### src/rtl/bf16m_pkg.sv
package bf16m_pkg;
   localparam int EXP_W   = 8;
   localparam int FRAC_W  = 7;
   localparam int WORD_W  = 1 + EXP_W + FRAC_W;
   localparam int SIG_W   = FRAC_W + 1;
   localparam int PROD_W  = 2 * SIG_W;
   localparam int EXP_MAX = (1 << EXP_W) - 1;
   localparam int BIAS    = (1 << (EXP_W - 1)) - 1;
   localparam int ESUM_W  = EXP_W + 3;
   localparam int SHAMT_W = $clog2(SIG_W);

   typedef enum logic [1:0] {
      K_ZERO = 2'd0,
      K_FIN  = 2'd1,
      K_INF  = 2'd2,
      K_NAN  = 2'd3
   } kind_e;

   typedef struct packed {
      logic                 sign;
      kind_e                kind;
      logic [EXP_W-1:0]     exp;
      logic [SIG_W-1:0]     sig;
      logic [SHAMT_W-1:0]   lead;
   } opnd_t;

   localparam logic [WORD_W-1:0] QNAN_WORD =
      {1'b0, {EXP_W{1'b1}}, 1'b1, {(FRAC_W-1){1'b0}}};
endpackage

### src/rtl/bf16m_unpack.sv
module bf16m_unpack
   import bf16m_pkg::*;
(
   input  logic [WORD_W-1:0] word,
   output opnd_t             opnd
);
   logic [EXP_W-1:0]   e_fld;
   logic [FRAC_W-1:0]  f_fld;
   logic [SHAMT_W-1:0] shift_up;

   assign e_fld = word[WORD_W-2 -: EXP_W];
   assign f_fld = word[FRAC_W-1:0];

   // highest set fraction bit wins: the loop runs upward and overwrites
   always_comb begin
      shift_up = '0;
      for (int i = 0; i < FRAC_W; i++) begin
         if (f_fld[i]) shift_up = SHAMT_W'(FRAC_W - i);
      end
   end

   always_comb begin
      opnd.sign = word[WORD_W-1];
      if (e_fld == EXP_W'(EXP_MAX))
         opnd.kind = (f_fld != '0) ? K_NAN : K_INF;
      else if (e_fld == '0 && f_fld == '0)
         opnd.kind = K_ZERO;
      else
         opnd.kind = K_FIN;

      if (e_fld == '0) begin
         opnd.exp  = EXP_W'(1);
         opnd.sig  = SIG_W'({1'b0, f_fld}) << shift_up;
         opnd.lead = shift_up;
      end else begin
         opnd.exp  = e_fld;
         opnd.sig  = {1'b1, f_fld};
         opnd.lead = '0;
      end
   end
endmodule

### src/rtl/bf16m_core.sv
module bf16m_core
   import bf16m_pkg::*;
#(
   parameter int DENORM_DEPTH = 6
) (
   input  opnd_t             a,
   input  opnd_t             b,
   input  logic [WORD_W-1:0] raw_a,
   input  logic [WORD_W-1:0] raw_b,
   output logic [WORD_W-1:0] res
);
   localparam logic signed [ESUM_W-1:0] E_TOP   = ESUM_W'(EXP_MAX);
   localparam logic signed [ESUM_W-1:0] E_FLOOR = ESUM_W'(-DENORM_DEPTH);
   localparam logic signed [ESUM_W-1:0] E_ONE   = ESUM_W'(1);

   logic                      r_sign;
   logic [PROD_W-1:0]         sprod;
   logic                      hi;
   logic signed [ESUM_W-1:0]  esum;
   logic signed [ESUM_W-1:0]  enorm;
   logic signed [ESUM_W-1:0]  rdist;
   logic [3:0]                rsh;
   logic [FRAC_W-1:0]         fkeep;
   logic [FRAC_W-1:0]         fden;
   logic [WORD_W-1:0]         inf_w;
   logic [WORD_W-1:0]         zero_w;

   assign r_sign = a.sign ^ b.sign;
   assign sprod  = PROD_W'(a.sig) * PROD_W'(b.sig);
   assign hi     = sprod[PROD_W-1];

   assign esum  = ESUM_W'(a.exp) + ESUM_W'(b.exp) - ESUM_W'(BIAS)
                - ESUM_W'(a.lead) - ESUM_W'(b.lead);
   assign enorm = esum + $signed({{(ESUM_W-1){1'b0}}, hi});
   assign fkeep = hi ? sprod[PROD_W-2 -: FRAC_W] : sprod[PROD_W-3 -: FRAC_W];

   assign rdist = E_ONE - enorm;
   assign rsh   = rdist[3:0];
   assign fden  = fkeep >> rsh;

   assign inf_w  = {r_sign, {EXP_W{1'b1}}, {FRAC_W{1'b0}}};
   assign zero_w = {r_sign, {(WORD_W-1){1'b0}}};

   always_comb begin
      if (a.kind == K_NAN)
         res = raw_a;
      else if (b.kind == K_NAN)
         res = raw_b;
      else if ((a.kind == K_INF && b.kind == K_ZERO) ||
               (b.kind == K_INF && a.kind == K_ZERO))
         res = QNAN_WORD;
      else if (a.kind == K_INF || b.kind == K_INF)
         res = inf_w;
      else if (a.kind == K_ZERO || b.kind == K_ZERO)
         res = zero_w;
      else if (enorm >= E_TOP)
         res = inf_w;
      else if (enorm > 0)
         res = {r_sign, enorm[EXP_W-1:0], fkeep};
      else if (enorm >= E_FLOOR)
         res = {r_sign, {EXP_W{1'b0}}, fden};
      else
         res = zero_w;
   end
endmodule

### src/rtl/bf16m_stage.sv
module bf16m_stage #(
   parameter int W     = 16,
   parameter int DEPTH = 2
) (
   input  logic         clk,
   input  logic         rst_n,
   input  logic         d_vld,
   input  logic [W-1:0] d_dat,
   output logic         q_vld,
   output logic [W-1:0] q_dat
);
   generate
      if (DEPTH == 0) begin : g_comb
         assign q_vld = d_vld;
         assign q_dat = d_dat;
      end else begin : g_regs
         logic         v_r [DEPTH];
         logic [W-1:0] d_r [DEPTH];
         for (genvar s = 0; s < DEPTH; s++) begin : g_st
            if (s == 0) begin : g_head
               always_ff @(posedge clk or negedge rst_n) begin
                  if (!rst_n) begin
                     v_r[0] <= 1'b0;
                     d_r[0] <= '0;
                  end else begin
                     v_r[0] <= d_vld;
                     d_r[0] <= d_dat;
                  end
               end
            end else begin : g_body
               always_ff @(posedge clk or negedge rst_n) begin
                  if (!rst_n) begin
                     v_r[s] <= 1'b0;
                     d_r[s] <= '0;
                  end else begin
                     v_r[s] <= v_r[s-1];
                     d_r[s] <= d_r[s-1];
                  end
               end
            end
         end
         assign q_vld = v_r[DEPTH-1];
         assign q_dat = d_r[DEPTH-1];
      end
   endgenerate
endmodule

### src/rtl/bf16_mul_unit.sv
module bf16_mul_unit
   import bf16m_pkg::*;
#(
   parameter int LATENCY      = 2,
   parameter int DENORM_DEPTH = 6
) (
   input  logic              clk,
   input  logic              rst_n,
   input  logic              in_vld,
   input  logic [WORD_W-1:0] op_a,
   input  logic [WORD_W-1:0] op_b,
   output logic              out_vld,
   output logic [WORD_W-1:0] prod
);
   generate
      if (LATENCY < 0 || LATENCY > 8) begin : g_bad_latency
         $error("bf16_mul_unit: LATENCY must lie in 0..8");
      end
      if (DENORM_DEPTH < 0 || DENORM_DEPTH > FRAC_W - 1) begin : g_bad_depth
         $error("bf16_mul_unit: DENORM_DEPTH must lie in 0..FRAC_W-1");
      end
   endgenerate

   opnd_t             ua;
   opnd_t             ub;
   logic [WORD_W-1:0] raw_res;

   bf16m_unpack unpack_a_i (.word(op_a), .opnd(ua));
   bf16m_unpack unpack_b_i (.word(op_b), .opnd(ub));

   bf16m_core #(.DENORM_DEPTH(DENORM_DEPTH)) core_i (
      .a     (ua),
      .b     (ub),
      .raw_a (op_a),
      .raw_b (op_b),
      .res   (raw_res)
   );

   bf16m_stage #(.W(WORD_W), .DEPTH(LATENCY)) stage_i (
      .clk   (clk),
      .rst_n (rst_n),
      .d_vld (in_vld),
      .d_dat (raw_res),
      .q_vld (out_vld),
      .q_dat (prod)
   );
endmodule

### config.mk
export PLATFORM = sky130hd
export DESIGN_NAME = bf16_mul_unit
export DESIGN_NICKNAME = d
export VERILOG_FILES = /design/src/rtl/bf16m_pkg.sv /design/src/rtl/bf16m_unpack.sv /design/src/rtl/bf16m_core.sv /design/src/rtl/bf16m_stage.sv /design/src/rtl/bf16_mul_unit.sv
export SDC_FILE = /design/constraint.sdc
export NUM_CORES = 1
export LEC_CHECK = 0
export CORE_UTILIZATION = 29
export DETAILED_ROUTE_END_ITERATION = 6
export PLACE_DENSITY = 0.42
export SYNTH_ARGS = -nofsm -noshare
export SYNTH_HDL_FRONTEND = slang
export SYNTH_SLANG_ARGS = --single-unit
export TNS_END_PERCENT = 100
### constraint.sdc
create_clock -name clk -period 1.5 [get_ports clk]
set_input_delay 0.375 -clock clk [delete_from_list [all_inputs] [get_ports clk]]
set_output_delay 0.375 -clock clk [all_outputs]
set_load 0.005 [all_outputs]
==> results.yml, run 1 <==
synth:
  avgSynthCellArea_um2: 8.05
  syn_area_mm2: 0.00552
  ys_ff_latch: 34
  synth_cells: 686
  ys_seq_area_frac: 0.154
  ys_types: 74
  syn_nets: 816
  synthFlopType: "dfrtp_1"
  synth_edf_count: 0
  yosysWarningCount: 0
  ys_async_sr_fraction: 1.00
clocking:
  clk_latency_ps: 270
  cts-buffers-inserted: 5
  cts_root_buf: "clkbuf_16"
  tritoncts: "done"
  htree_levels: 2
  cts_hold_buf: 0
  clk_pin_slew_ps: 50
  clkSinkCount: 34
  clock_path_buffers: 2
finish:
  layout_commonest_cell: "buf_4"
  layout.nets: 1127
  area_delta_synth_final_pct: 70.8
  final_area_mm2: 0.00943
  layout_common_cells: "265 x buf_4, 79 x nor2_1, 57 x inv_1, 48 x ha_1"
  fillers: 1745
  num_antenna_cells: 0
  fin_cells: 1231
  drive_gt1_frac: 0.487
placement:
  place_inst: 1152
  portBuffers: 51
  dp_hpwl_um: 16000
  place_congestion: 0.873
  placement.cell_area_mm2: 0.00811
power_and_ir_drop:
  power_density_mw_per_mm2: 1530
  leakage_nw: 4.44
  p_total_w: 0.0144
  p_comb_frac: 0.839
  p_seq_frac: 0.096
  switchingPower_w: 0.00617
  clock_power_share: 0.065
  sw_frac_of_total: 0.427
  internal_power_w: 0.00828
  ir_drop_uv: 902
timing:
  whs_ps: 338
  finClkSkew_ps: 4.79
  tns_ps: -94310
  max_slew_margin: 0.649
  rsz0062_at_grt: "yes"
  max_slew.worst_pin.slew_ps: 525
  fin_crit_sh: 5.41
  setup_viol: 16
  hold_viol_final: 0
  slew_violations: 0
  fmax_ghz: 0.123
  layout_min_cycle_time_ps: 8110
  worst_slack_ps: -6610
floorplan:
  die_h_um: 140
  core_area_mm2: 0.0187
  start_util: 0.295
  die_width_um: 140
  dieArea_mm2: 0.0196
  ioPinCount: 52
  row_count: 50
global_routing:
  grt_pass1_wl_um: 31700
  first_global_vias: 6197
  antenna_found_initial: 1
  grt-ovfl-total: 0
  grt_util_all_layers: 0.201
  grt_max_degree: 35
flow_run:
  maxCapViolations: 0
worst_hold_path:
  worstHoldPathType: "flop to flop"
detailed_routing:
  drt-total-wl_um: 19500
  wl_per_cell_um: 15.9
  drtIter0Drc: 216
  viasPerCell: 4.91
  drc: 0
  drtAntennaViolNets: 0
  dr.pass1.iters: 4
  via_count: 6040
critical_path:
  critPathKind: "input pin to flop"
  critPathMaxFanout: 6
  worst_ep_arrival_time_ps: 8310
  cp_common_cell: "fa_1"
  required_ps: 1690
  crit_family: "adder cells"
  cp-start-kind: "input pin"
  slowest_delay_ps: 540
  endpoint_kind: "flop"
  crit_slowest_cell: "fa_1"
  path_buf_inv: 5
run_status:
  outcome: "finished with violations"
  violations: "setup timing"
through the flow:
stage          utilization  worst slack [ps]
2_1_floorplan            -             -6690
3_3_place_gp         0.434             -7270
3_5_place_dp         0.434             -7490
4_1_cts              0.481             -6570
5_1_grt              0.504             -6920
6_report             0.504             -6610
registers in the layout (all words and copies together) (netlist names):
register / flops
stage_i.g_regs.v_r: 1
stage_i.q_vld: 1
stage_i.q_dat: 16
stage_i.g_regs.d_r: 16
cells by family (layout without fill, tap and decap cells):
group | Yosys count | count (layout) | share of synthesized area
adder cells (fa/ha/maj) | 95 | 95 | 0.270
flip-flops | 34 | 34 | 0.154
buffers and inverters | 114 | 425 | 0.0904
multiplexers | 19 | 19 | 0.0392
AO/OA/AOI/OAI | 179 | 179 | 0.223
XOR/XNOR | 12 | 12 | 0.0190
AND/OR/NAND/NOR | 233 | 233 | 0.205
synth_stat cells, types with 4 or more instances:
cell	count	area share
a211o_1	4	0.0063
a211oi_1	14	0.019
a21o_1	6	0.0082
a21oi_1	39	0.035
a31oi_1	6	0.0068
and3_1	7	0.0079
buf_4	16	0.022
clkbuf_1	30	0.020
dfrtp_1	34	0.15
fa_1	40	0.15
ha_1	55	0.12
inv_1	63	0.043
mux2i_1	16	0.029
nand2_1	44	0.030
nand2b_1	6	0.0068
nand3_1	6	0.0054
nand4_1	7	0.0079
nor2_1	97	0.066
nor2b_1	7	0.0079
nor3_1	12	0.011
nor4_1	9	0.010
o211ai_1	8	0.011
o21a_1	11	0.015
o21ai_0	37	0.034
o21bai_1	5	0.0068
o22ai_1	9	0.010
o31ai_1	4	0.0054
or2_2	17	0.019
xnor2_1	8	0.013
xor2_1	4	0.0063
final timing paths:
check / from / to / slack [ps] / cells after the start
max: op_b[0] / stage_i.g_regs.d_r[22] / -6610 / 34
min: stage_i.g_regs.d_r[25] / stage_i.q_dat[9] / 340 / 0
max reg2reg: stage_i.g_regs.d_r[22] / stage_i.q_dat[6] / 1020 / 0
min reg2reg: stage_i.g_regs.d_r[25] / stage_i.q_dat[9] / 340 / 0
max in group asynchronous: rst_n / stage_i.g_regs.d_r[16] / 860 / 2
min in group asynchronous: rst_n / stage_i.g_regs.d_r[23] / 470 / 2
power by group through the flow:
| stage | clock, W | sequential, W | combinational [W] |
|---|---|---|---|
| after floorplan | 0 | 0.00139 | 0.00619 |
| after global placement | 0 | 0.00140 | 0.0104 |
| after detailed placement | 0 | 0.00142 | 0.0104 |
| after CTS | 0.000962 | 0.00140 | 0.0113 |
| after global routing | 0.000996 | 0.00143 | 0.0133 |
| final | 0.000933 | 0.00139 | 0.0121 |
layer usage:
metal | share of wire | wire length [um] | vias up | global-route usage
met2 | 0.48 | 9330 | 106 | 0.337
met5 | 0 | 0 | - | 0
li1 | - | - | 3021 | -
met4 | 0.012 | 226 | 0 | 0.0428
met1 | 0.48 | 9410 | 2897 | 0.285
met3 | 0.029 | 565 | 16 | 0.0103
final cells by class:
| type | count | area [um2] | area share |
|---|---|---|---|
| clock inverter | 2 | 10.0 | 0.00106 |
| sequential | 34 | 851 | 0.0902 |
| multi-input combinational | 538 | 5020 | 0.532 |
| clock buffer | 5 | 125 | 0.0133 |
| inverter | 63 | 239 | 0.0253 |
| tap | 234 | 293 | 0.0311 |
| timing repair buffer | 355 | 2890 | 0.307 |
repair_timing:
| action | CTS | global route |
|---|---|---|
| setup buffers | 57 | 19 |
| gates resized for setup | 170 | 102 |
| setup endpoints to repair | 16 | 19 |
| pin swaps | 83 | 69 |
Note: power is estimated with default switching activity, not from simulation.
==> run 2: changes to the inputs <==
Settings changed: DONT_BUFFER_PORTS from default to 1, PLACE_DENSITY 0.42 to 0.39.
==> run 2 against run 1 <==
Net effect:
- the run still ends with setup timing left
- total power shrank 2.9%
- first-iteration DRC count down 0.93%
- count of clock-buffer cells in the layout increased by 2
- fmax increased by 0.93%
- largest cell class unchanged
- via count fell by 6.3%
- sequential power grew 3%
- hold slack lost 210 ps
- sequential share of layout area up 1.4 points
- combinational power down 4%
- final area shrank 13%
- cell count down 10%
- die area stayed put
==> results.yml, run 2 (synthesis results as in run 1) <==
critical_path:
  slowest_delay_ps: 530
  required_ps: 1690
  critPathMaxFanout: 12
  crit_family: "adder cells"
  cp_common_cell: "fa_1"
  critPathKind: "input pin to flop"
  endpoint_kind: "flop"
  cp-start-kind: "input pin"
  path_buf_inv: 5
  worst_ep_arrival_time_ps: 8230
  crit_slowest_cell: "fa_1"
timing:
  whs_ps: 132
  rsz0062_at_grt: "yes"
  hold_viol_final: 0
  max_slew.worst_pin.slew_ps: 664
  slew_violations: 0
  fin_crit_sh: 5.36
  tns_ps: -93470
  worst_slack_ps: -6540
  fmax_ghz: 0.124
  finClkSkew_ps: 1.73
  max_slew_margin: 0.557
  layout_min_cycle_time_ps: 8040
  setup_viol: 16
global_routing:
  antenna_found_initial: 0
  grt_pass1_wl_um: 31100
  grt_max_degree: 35
  grt_util_all_layers: 0.200
  grt-ovfl-total: 0
  first_global_vias: 5971
run_status:
  violations: "setup timing"
  outcome: "finished with violations"
finish:
  area_delta_synth_final_pct: 48.0
  layout.nets: 999
  num_antenna_cells: 0
  fin_cells: 1104
  utilization: 0.437
  drive_gt1_frac: 0.415
  layout_commonest_cell: "buf_4"
  layout_common_cells: "207 x buf_4, 87 x nor2_1, 60 x inv_1, 47 x ha_1, 41 x nand2_1"
floorplan:
  row_count: 50
  core_area_mm2: 0.0187
  ioPinCount: 52
  die_h_um: 140
  dieArea_mm2: 0.0196
  start_util: 0.295
  die_width_um: 140
placement:
  place_inst: 1052
  dp_hpwl_um: 15700
  portBuffers: 0
  place_congestion: 0.849
  pre_cts_slack_ps: -6990
detailed_routing:
  via_count: 5660
  dr.pass1.iters: 4
  wl_per_cell_um: 17.4
  viasPerCell: 5.13
  drc: 0
  drtAntennaViolNets: 0
  drtIter0Drc: 214
  drt-total-wl_um: 19200
flow_run:
  maxCapViolations: 0
power_and_ir_drop:
  internal_power_w: 0.00794
  clock_power_share: 0.070
  switchingPower_w: 0.00609
  ir_drop_uv: 974
  p_comb_frac: 0.828
  sw_frac_of_total: 0.434
  power_density_mw_per_mm2: 1720
  leakage_nw: 3.76
  p_seq_frac: 0.102
clocking:
  clkSinkCount: 34
  clock_path_buffers: 2
  cts-buffers-inserted: 5
  clk_pin_slew_ps: 50
  clk_latency_ps: 270
  tritoncts: "done"
  cts_root_buf: "clkbuf_16"
  htree_levels: 2
worst_hold_path:
  worstHoldPathType: "input pin to flop"
## run 2: cell count changes in the layout (fill, tap and decap cells not counted), sizes merged
cell           change
clkdlybuf4s15      -4
dlymetal6s2s       -3
dlygate4sd2        -4
clkbuf             -6
dlygate4sd3        +1
clkinv             -1
clkdlybuf4s50     -18
buf               -92
## run 2: per-layer routing
layer	wire length (um)	GRT usage
met1	8430	0.244
met2	9860	0.377
met3	510	0.0126
met4	382	0.0521
met5	0	0
## run 2: worst paths after layout
path                                   startpoint  depth (start not counted)  slack, ps                     end
max reg2reg                stage_i.g_regs.d_r[26]                          0       1020       stage_i.q_dat[10]
min in group asynchronous                   rst_n                          2        550  stage_i.g_regs.d_r[23]
min                                        in_vld                          0        130   stage_i.g_regs.v_r[1]
max                                       op_a[0]                         35      -6540  stage_i.g_regs.d_r[22]
min reg2reg                stage_i.g_regs.d_r[20]                          0        340        stage_i.q_dat[4]
max in group asynchronous                   rst_n                          2        790        stage_i.q_dat[0]
## run 2: power by group through the flow
stage                     clock network (W)  logic [W]  registers, W
final                              0.000976     0.0116       0.00143
after global routing                0.00104     0.0127       0.00148
after CTS                           0.00100     0.0112       0.00144
after detailed placement                  0    0.00978       0.00146
after global placement                    0    0.00970       0.00146
after floorplan                           0    0.00619       0.00139
## run 2: what timing repair did
item,CTS,global route
endpoints found under the setup margin,16,16
endpoints found under the hold margin,34,0
gates resized for setup,70,24
setup buffers,36,6
pin swaps,32,16
hold buffers,2,0
## run 2: final cells by class
class	instances	area, um2
Sequential cell	34	851
Multi-Input combinational cell	538	4840
Fill cell	1849	10500
Clock buffer	7	143
Clock inverter	1	5.00
Tap cell	234	293
Inverter	63	236
Timing Repair Buffer	227	1800
## run 2: metrics by stage
stage          total power (W)  instance area, um2
4_1_cts                 0.0136                8010
2_1_floorplan          0.00758                5860
3_5_place_dp            0.0112                7230
5_1_grt                 0.0152                8170
3_3_place_gp            0.0112                7230
6_report                0.0140                8170
==> run 3: changes to the inputs <==
Settings changed: GPL_ROUTABILITY_DRIVEN from default to 0.
==> run 3 against run 2 <==
Net effect:
- global-route usage decreased by 0.40 points
- critical endpoint is now stage_i.g_regs.d_r[19]
- core utilization increased by 0.57 points
- the flow still finishes with violations (setup timing)
- largest cell class unchanged
- cell count grew 0.45%
- non-clock buffer count grew 5
- first-iteration DRC count stayed put
==> results.yml, run 3 (synthesis results as in run 1) <==
critical_path:
  path_buf_inv: 7
  worst_ep_arrival_time_ps: 8200
  crit_slowest_cell: "fa_1"
  endpoint_kind: "flop"
  slowest_delay_ps: 560
  crit_family: "adder cells"
  cp-start-kind: "input pin"
  required_ps: 1680
  critPathMaxFanout: 12
  cp_common_cell: "fa_1"
  critPathKind: "input pin to flop"
clocking:
  cts-buffers-inserted: 5
  clk_pin_slew_ps: 50
  clk_latency_ps: 270
  cts_root_buf: "clkbuf_16"
  clkSinkCount: 34
  clock_path_buffers: 2
  tritoncts: "done"
  htree_levels: 2
power_and_ir_drop:
  p_total_w: 0.0147
  leakage_nw: 3.80
  power_density_mw_per_mm2: 1780
  ir_drop_uv: 793
worst_hold_path:
  worstHoldPathType: "input pin to flop"
timing:
  fin_crit_sh: 5.35
  rsz0062_at_grt: "yes"
  hold_viol_final: 0
  finClkSkew_ps: 1.57
  setup_viol: 16
  max_slew_margin: 0.587
  slew_violations: 0
  fmax_ghz: 0.125
  layout_min_cycle_time_ps: 8020
  worst_slack_ps: -6520
  max_slew.worst_pin.slew_ps: 619
detailed_routing:
  drc: 0
  drtIter0Drc: 214
  drt-total-wl_um: 18600
  drtAntennaViolNets: 0
  viasPerCell: 5.07
  dr.pass1.iters: 4
  via_count: 5628
  wl_per_cell_um: 16.8
floorplan:
  row_count: 50
  die_h_um: 140
  start_util: 0.295
  dieArea_mm2: 0.0196
  core_area_mm2: 0.0187
  die_width_um: 140
  ioPinCount: 52
placement:
  dp_hpwl_um: 15200
  placement.cell_area_mm2: 0.00720
  place_inst: 1047
  portBuffers: 0
finish:
  multi_input_area_mm2: 0.00486
  final_area_mm2: 0.00828
  area_delta_synth_final_pct: 49.9
  layout.nets: 1004
  layout_common_cells: "213 x buf_4, 87 x nor2_1, 60 x inv_1, 49 x ha_1, 42 x nand2_1"
  fin_cells: 1109
  drive_gt1_frac: 0.421
  fillers: 1868
  utilization: 0.442
  layout_commonest_cell: "buf_4"
  num_antenna_cells: 0
  ff_latch_area_um2: 851
flow_run:
  maxCapViolations: 0
global_routing:
  grt_util_all_layers: 0.196
  grt_max_degree: 35
  antenna_found_initial: 0
  grt-ovfl-total: 0
  first_global_vias: 5950
  grt_pass1_wl_um: 30400
run_status:
  violations: "setup timing"
  outcome: "finished with violations"
[run 3: metal layers]
metal  vias up  global-route usage  routed length, um
met2       104               0.363               9480
met4         0              0.0497                391
met5         -                   0                  0
li1       2778                   -                  -
met1      2717               0.246               8300
met3        29              0.0106                470
[run 3: path summary, 6_finish.rpt]
kind / startpoint / end / slack (ps) / cells past startpoint
min reg2reg: stage_i.g_regs.v_r[1] / stage_i.q_vld / 350 / 0
max: op_b[0] / stage_i.g_regs.d_r[19] / -6520 / 35
max in group asynchronous: rst_n / stage_i.q_vld / 780 / 2
min: in_vld / stage_i.g_regs.v_r[1] / 130 / 0
min in group asynchronous: rst_n / stage_i.g_regs.d_r[25] / 560 / 2
max reg2reg: stage_i.g_regs.d_r[24] / stage_i.q_dat[8] / 1020 / 0
[run 3: cell type report]
class	count	area share
clock buffers	5	0.0151
clock inverters	3	0.00832
inverters	63	0.0286
multi-input cells	538	0.587
flip-flops and latches	34	0.103
well taps	234	0.0354
repair buffers	232	0.223
[run 3: timing repair]
action                     in CTS  in global routing
buffers inserted               51                  1
setup endpoints to repair      16                 16
hold endpoints to repair       34                  0
cloned                          1                  0
hold buffers                    2                  0
gates resized for setup        61                 38
pin swaps                      62                 25
[run 3: metrics by stage]
step | hold slack, ps | setup TNS [ps] | setup slack [ps]
after global placement | 80.0 | -99280 | -6930
after floorplan | 79.4 | -93190 | -6690
after CTS | 123 | -91480 | -6460
after detailed placement | 80.0 | -99280 | -7050
after global routing | 119 | -97750 | -6860
final | 128 | -92670 | -6520
[run 3: power breakdown]
group          switching (W)  internal (W)  leakage (nW)
clock               0.000352      0.000953        0.0940
sequential          0.000126       0.00131         0.418
combinational        0.00573       0.00625          3.28
total                0.00621       0.00851          3.80
